<file path="config.mk">
export PLATFORM = sky130hd
export DESIGN_NAME = regptr_i2c_slave
export DESIGN_NICKNAME = d
export VERILOG_FILES = /design/src/rtl/regptr_i2c_pkg.sv /design/src/rtl/regptr_i2c_sync.sv /design/src/rtl/regptr_i2c_linesync.sv /design/src/rtl/regptr_i2c_engine.sv /design/src/rtl/regptr_i2c_slave.sv
export SDC_FILE = /design/constraint.sdc
export NUM_CORES = 1
export LEC_CHECK = 0
export BUFFER_PORTS_ARGS = -buffer_cell sky130_fd_sc_hd__buf_2
export CAP_MARGIN = 5
export CORE_MARGIN = 4
export CORE_UTILIZATION = 25
export DETAILED_ROUTE_END_ITERATION = 10
export PLACE_DENSITY_LB_ADDON = 0.08
export SYNTH_ARGS = -nofsm -noshare
export SYNTH_HDL_FRONTEND = slang
export SYNTH_SLANG_ARGS = --single-unit
</file>
<file path="constraint.sdc">
create_clock -name clk_i -period 3.6 [get_ports clk_i]
set_input_delay 0.54 -clock clk_i [delete_from_list [all_inputs] [get_ports clk_i]]
set_output_delay 0.54 -clock clk_i [all_outputs]
set_load 0.03 [all_outputs]
</file>
<file path="src/rtl/regptr_i2c_pkg.sv">
package regptr_i2c_pkg;

  typedef enum logic [2:0] {
    ST_IDLE,
    ST_RX,
    ST_ACK_SET,
    ST_ACK_HOLD,
    ST_TX,
    ST_MACK,
    ST_TX_LOAD
  } eng_state_e;

  typedef enum logic [1:0] {
    PH_ADDR,
    PH_PTR,
    PH_DATA
  } eng_phase_e;

endpackage

</file>
<file path="src/rtl/regptr_i2c_sync.sv">
module regptr_i2c_sync #(
  parameter int STAGES = 2
) (
  input  logic clk_i,
  input  logic rst_ni,
  input  logic d_i,
  output logic q_o
);

  logic [STAGES-1:0] pipe_q;

  // reset to 1: an idle bus reads high
  always_ff @(posedge clk_i or negedge rst_ni) begin
    if (!rst_ni) pipe_q <= '1;
    else         pipe_q <= {pipe_q[STAGES-2:0], d_i};
  end

  assign q_o = pipe_q[STAGES-1];

endmodule

</file>
<file path="src/rtl/regptr_i2c_linesync.sv">
module regptr_i2c_linesync #(
  parameter int STAGES = 2
) (
  input  logic clk_i,
  input  logic rst_ni,
  input  logic scl_i,
  input  logic sda_i,
  output logic scl_s_o,
  output logic sda_s_o,
  output logic scl_rise_o,
  output logic scl_fall_o,
  output logic start_o,
  output logic stop_o
);

  logic [1:0] raw;
  logic [1:0] synced;
  logic       scl_q, sda_q;

  assign raw = {scl_i, sda_i};

  for (genvar g = 0; g < 2; g++) begin : g_line
    regptr_i2c_sync #(.STAGES(STAGES)) u_sync (
      .clk_i (clk_i),
      .rst_ni(rst_ni),
      .d_i   (raw[g]),
      .q_o   (synced[g])
    );
  end

  assign scl_s_o = synced[1];
  assign sda_s_o = synced[0];

  always_ff @(posedge clk_i or negedge rst_ni) begin
    if (!rst_ni) begin
      scl_q <= 1'b1;
      sda_q <= 1'b1;
    end else begin
      scl_q <= scl_s_o;
      sda_q <= sda_s_o;
    end
  end

  assign scl_rise_o = scl_s_o & ~scl_q;
  assign scl_fall_o = ~scl_s_o & scl_q;
  // SCL high on both samples, SDA moved
  assign start_o    = scl_s_o & scl_q & sda_q & ~sda_s_o;
  assign stop_o     = scl_s_o & scl_q & ~sda_q & sda_s_o;

endmodule

</file>
<file path="src/rtl/regptr_i2c_engine.sv">
module regptr_i2c_engine
  import regptr_i2c_pkg::*;
#(
  parameter logic [6:0] DEV_ADDR  = 7'h1C,
  parameter int         PTR_W     = 4,
  parameter int         NUM_BYTES = 2,
  localparam int        REG_W     = 8 * NUM_BYTES,
  localparam int        IDX_W     = $clog2(NUM_BYTES + 1)
) (
  input  logic             clk_i,
  input  logic             rst_ni,
  input  logic             sda_s_i,
  input  logic             scl_rise_i,
  input  logic             scl_fall_i,
  input  logic             start_i,
  input  logic             stop_i,
  input  logic [REG_W-1:0] rd_data_i,
  output logic             sda_oe_o,
  output logic [PTR_W-1:0] ptr_o,
  output logic             wr_en_o,
  output logic [REG_W-1:0] wr_data_o
);

  eng_state_e       st_q;
  eng_phase_e       ph_q;
  logic [2:0]       bit_cnt_q;
  logic [7:0]       sh_q;
  logic             rw_q;
  logic [IDX_W-1:0] idx_q;
  logic [REG_W-1:0] wbuf_q;
  logic [REG_W-1:0] snap_q;
  logic [PTR_W-1:0] ptr_q;
  logic             oe_q;
  logic             wen_q;

  logic [7:0]       rx_byte;
  logic [REG_W-1:0] tx_word;
  logic [7:0]       tx_byte;

  assign rx_byte = {sh_q[6:0], sda_s_i};

  // first byte of a read comes straight from the port, later ones from the snapshot
  always_comb begin
    tx_word = (st_q == ST_ACK_HOLD) ? rd_data_i : snap_q;
    tx_byte = tx_word[8*(NUM_BYTES-1-int'(idx_q)) +: 8];
  end

  always_ff @(posedge clk_i or negedge rst_ni) begin
    if (!rst_ni) begin
      st_q      <= ST_IDLE;
      ph_q      <= PH_ADDR;
      bit_cnt_q <= '0;
      sh_q      <= '0;
      rw_q      <= 1'b0;
      idx_q     <= '0;
      wbuf_q    <= '0;
      snap_q    <= '0;
      ptr_q     <= '0;
      oe_q      <= 1'b0;
      wen_q     <= 1'b0;
    end else begin
      wen_q <= 1'b0;
      if (start_i) begin
        st_q      <= ST_RX;
        ph_q      <= PH_ADDR;
        bit_cnt_q <= '0;
        idx_q     <= '0;
        oe_q      <= 1'b0;
      end else if (stop_i) begin
        st_q <= ST_IDLE;
        oe_q <= 1'b0;
      end else begin
        case (st_q)
          ST_RX: if (scl_rise_i) begin
            sh_q      <= rx_byte;
            bit_cnt_q <= bit_cnt_q + 1'b1;
            if (bit_cnt_q == 3'd7) begin
              st_q <= ST_ACK_SET;
              case (ph_q)
                PH_ADDR: begin
                  if (rx_byte[7:1] == DEV_ADDR) rw_q <= rx_byte[0];
                  else                          st_q <= ST_IDLE;
                end
                PH_PTR: ptr_q <= rx_byte[PTR_W-1:0];
                default: begin
                  if (int'(idx_q) < NUM_BYTES) begin
                    wbuf_q <= {wbuf_q[REG_W-9:0], rx_byte};
                    idx_q  <= idx_q + 1'b1;
                    if (int'(idx_q) == NUM_BYTES - 1) wen_q <= 1'b1;
                  end
                end
              endcase
            end
          end
          ST_ACK_SET: if (scl_fall_i) begin
            oe_q <= 1'b1;
            st_q <= ST_ACK_HOLD;
          end
          ST_ACK_HOLD: if (scl_fall_i) begin
            oe_q      <= 1'b0;
            bit_cnt_q <= '0;
            case (ph_q)
              PH_ADDR: begin
                if (rw_q) begin
                  snap_q <= rd_data_i;
                  sh_q   <= tx_byte;
                  oe_q   <= ~tx_byte[7];
                  st_q   <= ST_TX;
                end else begin
                  ph_q <= PH_PTR;
                  st_q <= ST_RX;
                end
              end
              PH_PTR: begin
                ph_q <= PH_DATA;
                st_q <= ST_RX;
              end
              default: st_q <= ST_RX;
            endcase
          end
          ST_TX: if (scl_fall_i) begin
            if (bit_cnt_q == 3'd7) begin
              oe_q <= 1'b0;
              st_q <= ST_MACK;
            end else begin
              sh_q      <= {sh_q[6:0], sh_q[7]};
              oe_q      <= ~sh_q[6];
              bit_cnt_q <= bit_cnt_q + 1'b1;
            end
          end
          ST_MACK: if (scl_rise_i) begin
            if (!sda_s_i) begin
              st_q  <= ST_TX_LOAD;
              idx_q <= (int'(idx_q) == NUM_BYTES - 1) ? '0 : idx_q + 1'b1;
            end else begin
              st_q <= ST_IDLE;
            end
          end
          ST_TX_LOAD: if (scl_fall_i) begin
            sh_q      <= tx_byte;
            oe_q      <= ~tx_byte[7];
            bit_cnt_q <= '0;
            st_q      <= ST_TX;
          end
          default: ;
        endcase
      end
    end
  end

  assign sda_oe_o  = oe_q;
  assign ptr_o     = ptr_q;
  assign wr_en_o   = wen_q;
  assign wr_data_o = wbuf_q;

endmodule

</file>
<file path="src/rtl/regptr_i2c_slave.sv">
module regptr_i2c_slave #(
  parameter logic [6:0] DEV_ADDR    = 7'h1C,
  parameter int         PTR_W       = 4,
  parameter int         NUM_BYTES   = 2,
  parameter int         SYNC_STAGES = 2,
  localparam int        REG_W       = 8 * NUM_BYTES
) (
  input  logic             clk_i,
  input  logic             rst_ni,
  input  logic             scl_i,
  input  logic             sda_i,
  output logic             sda_oe_o,
  output logic [PTR_W-1:0] ptr_o,
  input  logic [REG_W-1:0] rd_data_i,
  output logic             wr_en_o,
  output logic [REG_W-1:0] wr_data_o
);

  logic scl_s, sda_s, scl_rise, scl_fall, start_det, stop_det;

  regptr_i2c_linesync #(.STAGES(SYNC_STAGES)) u_line (
    .clk_i     (clk_i),
    .rst_ni    (rst_ni),
    .scl_i     (scl_i),
    .sda_i     (sda_i),
    .scl_s_o   (scl_s),
    .sda_s_o   (sda_s),
    .scl_rise_o(scl_rise),
    .scl_fall_o(scl_fall),
    .start_o   (start_det),
    .stop_o    (stop_det)
  );

  regptr_i2c_engine #(
    .DEV_ADDR (DEV_ADDR),
    .PTR_W    (PTR_W),
    .NUM_BYTES(NUM_BYTES)
  ) u_eng (
    .clk_i     (clk_i),
    .rst_ni    (rst_ni),
    .sda_s_i   (sda_s),
    .scl_rise_i(scl_rise),
    .scl_fall_i(scl_fall),
    .start_i   (start_det),
    .stop_i    (stop_det),
    .rd_data_i (rd_data_i),
    .sda_oe_o  (sda_oe_o),
    .ptr_o     (ptr_o),
    .wr_en_o   (wr_en_o),
    .wr_data_o (wr_data_o)
  );

endmodule

</file>
==> flow_summary.yaml <==
finish:
  antenna_cells: 0
  multi_input_area_um2: 1460
  final_cell_mix: "dfrtp_1, mux2_2, buf_2"
  drive_above_1_share_pct: 47.5
  nets: 300
  seq_area_um2: 1580
  area_growth_pct: 20.3
  n_fill_cell: 1295
  final_common_cell: "dfrtp_1"
sta:
  timing.final.hold_violations: 0
  drv_slew: 0
  worst_pin_slew_ps: 656
  skew_ps: 8.02
  tns_ps: 0
  holdWs_ps: 194
  fmax_ghz: 0.415
  layout_min_cycle_time_ps: 2410
  finalCritPeriodShare_pct: 66.9
  rsz0062_at_grt: "false"
  setup_viol: 0
  maxSlewHeadroom_pct: 56.3
logic_synthesis:
  ys_ff_latch: 63
  synthAdderAreaFrac_pct: 1.19
  ys.flop_type: "dfrtp_1"
  synth-edff-count: 0
  synthMuxAreaShare_pct: 21.9
  synthXorXnorAreaFrac_pct: 0.791
  async_flop_share_pct: 100
  yosys-top-cells-area: "dfrtp_1, mux2_2, dfstp_2"
  synthCells: 237
  synth_compound_area_share_pct: 12.1
  yosysUniqueCellTypes: 58
  syn-cell-area_um2: 3160
  synthesis.nets: 260
  synthSimpleGateAreaFrac_pct: 10.2
  yosysTopAreaCell: "dfrtp_1"
  synth_warnings: 0
  synth-seq-area-share_pct: 50.1
  netlist.area_leader.share_pct: 45.1
  synth_area_per_cell_um2: 13.3
  synth_top_family_by_area: "multiplexers"
worst_setup_path:
  cp-end-kind: "flip-flop"
  reg2reg_depth: 6
  path_max_fanout: 17
  worst-path-buf-inv: 2
  cp_slowest_cell: "dfrtp_1"
  required_ps: 3810
  crit_cells: 6
  cp_common_cell: "inv_1"
  crit_path_start_kind: "flip-flop"
  worstReg2RegStart: "u_eng.st_q[0]"
  worstPathCellList: "inv_1, ha_1, inv_1, o221ai_2, a211oi_4, mux2_2"
  critical_path_class: "flip-flop to flip-flop"
  cpPeakStageDelay_ps: 730
  cpLargestDelayFamily: "flip-flops"
  cp_data_arrival_time_ps: 2620
  cp-startpoint: "u_eng.st_q[0]"
grt:
  antenna_found_initial: 0
  grt_pass1_wl_um: 12500
  grt_max_degree: 43
  first_global_vias: 2178
  grt_usage_pct: 11.2
  overflow: 0
place:
  dp_hpwl_um: 5160
  place.gp.congestion: 0.733
  buffer_ports.inserted: 41
flow_run:
  cap_violations: 0
route:
  first_pass_iters: 4
  drtIter0Drc: 156
  vias: 2077
  drc: 0
  ant_nets: 0
  routed_wl_um: 7370
  viasPerCell: 4.62
  routedWlPerCell_um: 16.4
outcome:
  outcome: "finished clean"
cts:
  ctsHoldBuffers: 0
  clock_sinks: 63
  cts_setup_buffers: 0
  tritoncts: "built"
  cts_resized: 0
  cts_buffer_depth: 2
  htree_levels: 3
  cts_buffers: 9
  clk_pin_slew_ps: 60
  clk_latency_ps: 330
  ctsRootBufferMaster: "clkbuf_16"
floorplanning:
  num_rows: 40
  io_pins: 42
  die_w_um: 120
  die_area_um2: 14500
  die_h_um: 120
  initial_core_util_pct: 25.9
  core_area_um2: 12200
power:
  peakVddDrop_v: 0.000226
  p_per_area_nw_per_um2: 620
  p_leak_uw: 0.00172
worst_hold_path:
  hp-class: "input port to async pin"
## cell usage after synthesis (2+ instances only)
cell,count
nor2_1,4
mux2_2,43
o21ai_0,10
mux4_2,3
clkbuf_1,2
a311oi_1,2
a311o_1,2
and3_1,2
buf_2,7
a22o_2,5
nand2_1,8
a31o_2,2
or2_2,2
nand3_1,5
inv_1,8
or3_1,2
a21oi_1,9
nor3b_1,3
nor2b_1,3
buf_4,3
a22o_1,4
dfstp_2,6
ha_1,3
mux4_1,5
nand2b_1,2
nand4_1,2
buf_6,2
dfrtp_1,57
nor4bb_1,2
## state kept, by name, indices dropped and copies added, names as in the netlist, 2 cells and up
register                     count
u_eng.st_q                       3
u_eng.ptr_o                      4
u_eng.sh_q                       8
u_eng.bit_cnt_q                  3
u_eng.ph_q                       2
u_line.g_line.u_sync.pipe_q      4
u_eng.snap_q                    16
u_eng.idx_q                      2
u_eng.wr_data_o                 16
## power breakdown
| part | total (uW) | internal [uW] | switching (uW) |
|---|---|---|---|
| registers | 966 | 809 | 157 |
| logic | 528 | 281 | 247 |
| clock network | 864 | 536 | 328 |
## metal layers
layer / part of all wire (%) / GRT usage [%]
met1: 50 / 15.9
met2: 44 / 16.0
met3: 5.0 / 3.27
met4: 1.7 / 4.25
met5: 0 / 0
## cell families (layout without fill, tap and decap cells)
family / after synthesis / in the layout
xor+xnor: 2 / 2
compound gates: 48 / 48
buf+inv: 22 / 67
flops: 63 / 63
simple gates: 47 / 47
fa+ha+maj: 3 / 3
mux: 52 / 52
## path summary, 6_finish.rpt
path                       slack (ps)                                end
setup / recovery                 1190                      u_eng.sh_q[3]
hold / removal                    190                   u_eng.snap_q[13]
setup reg to reg                 1190                      u_eng.sh_q[3]
hold reg to reg                   360  u_line.g_line[0].u_sync.pipe_q[1]
max in group asynchronous        2460                       u_line.sda_q
min in group clk_i                310  u_line.g_line[0].u_sync.pipe_q[0]
## per-stage QoR
stage | cells | cell area, um^2 | util [%] | setup slack (ps) | total power [uW]
CTS | 450 | 3800 | 31.2 | 1210 | 2400
global placement | 434 | 3510 | 28.7 | 1190 | 1520
floorplan | 237 | 3160 | - | 1690 | 1360
global route | 450 | 3800 | 31.2 | 1080 | 2500
detailed placement | 434 | 3510 | 28.7 | 1220 | 1510
finish | 450 | 3800 | 31.2 | 1190 | 2360
## cell type report
type,instances,area share (%)
sequential,63,41.6
multi-input combinational,152,38.4
clock buffer,9,5.92
timing repair buffer,43,5.79
tap,168,5.52
clock inverter,7,1.94
inverter,8,0.789
Power figures use the tool's default switching activity.
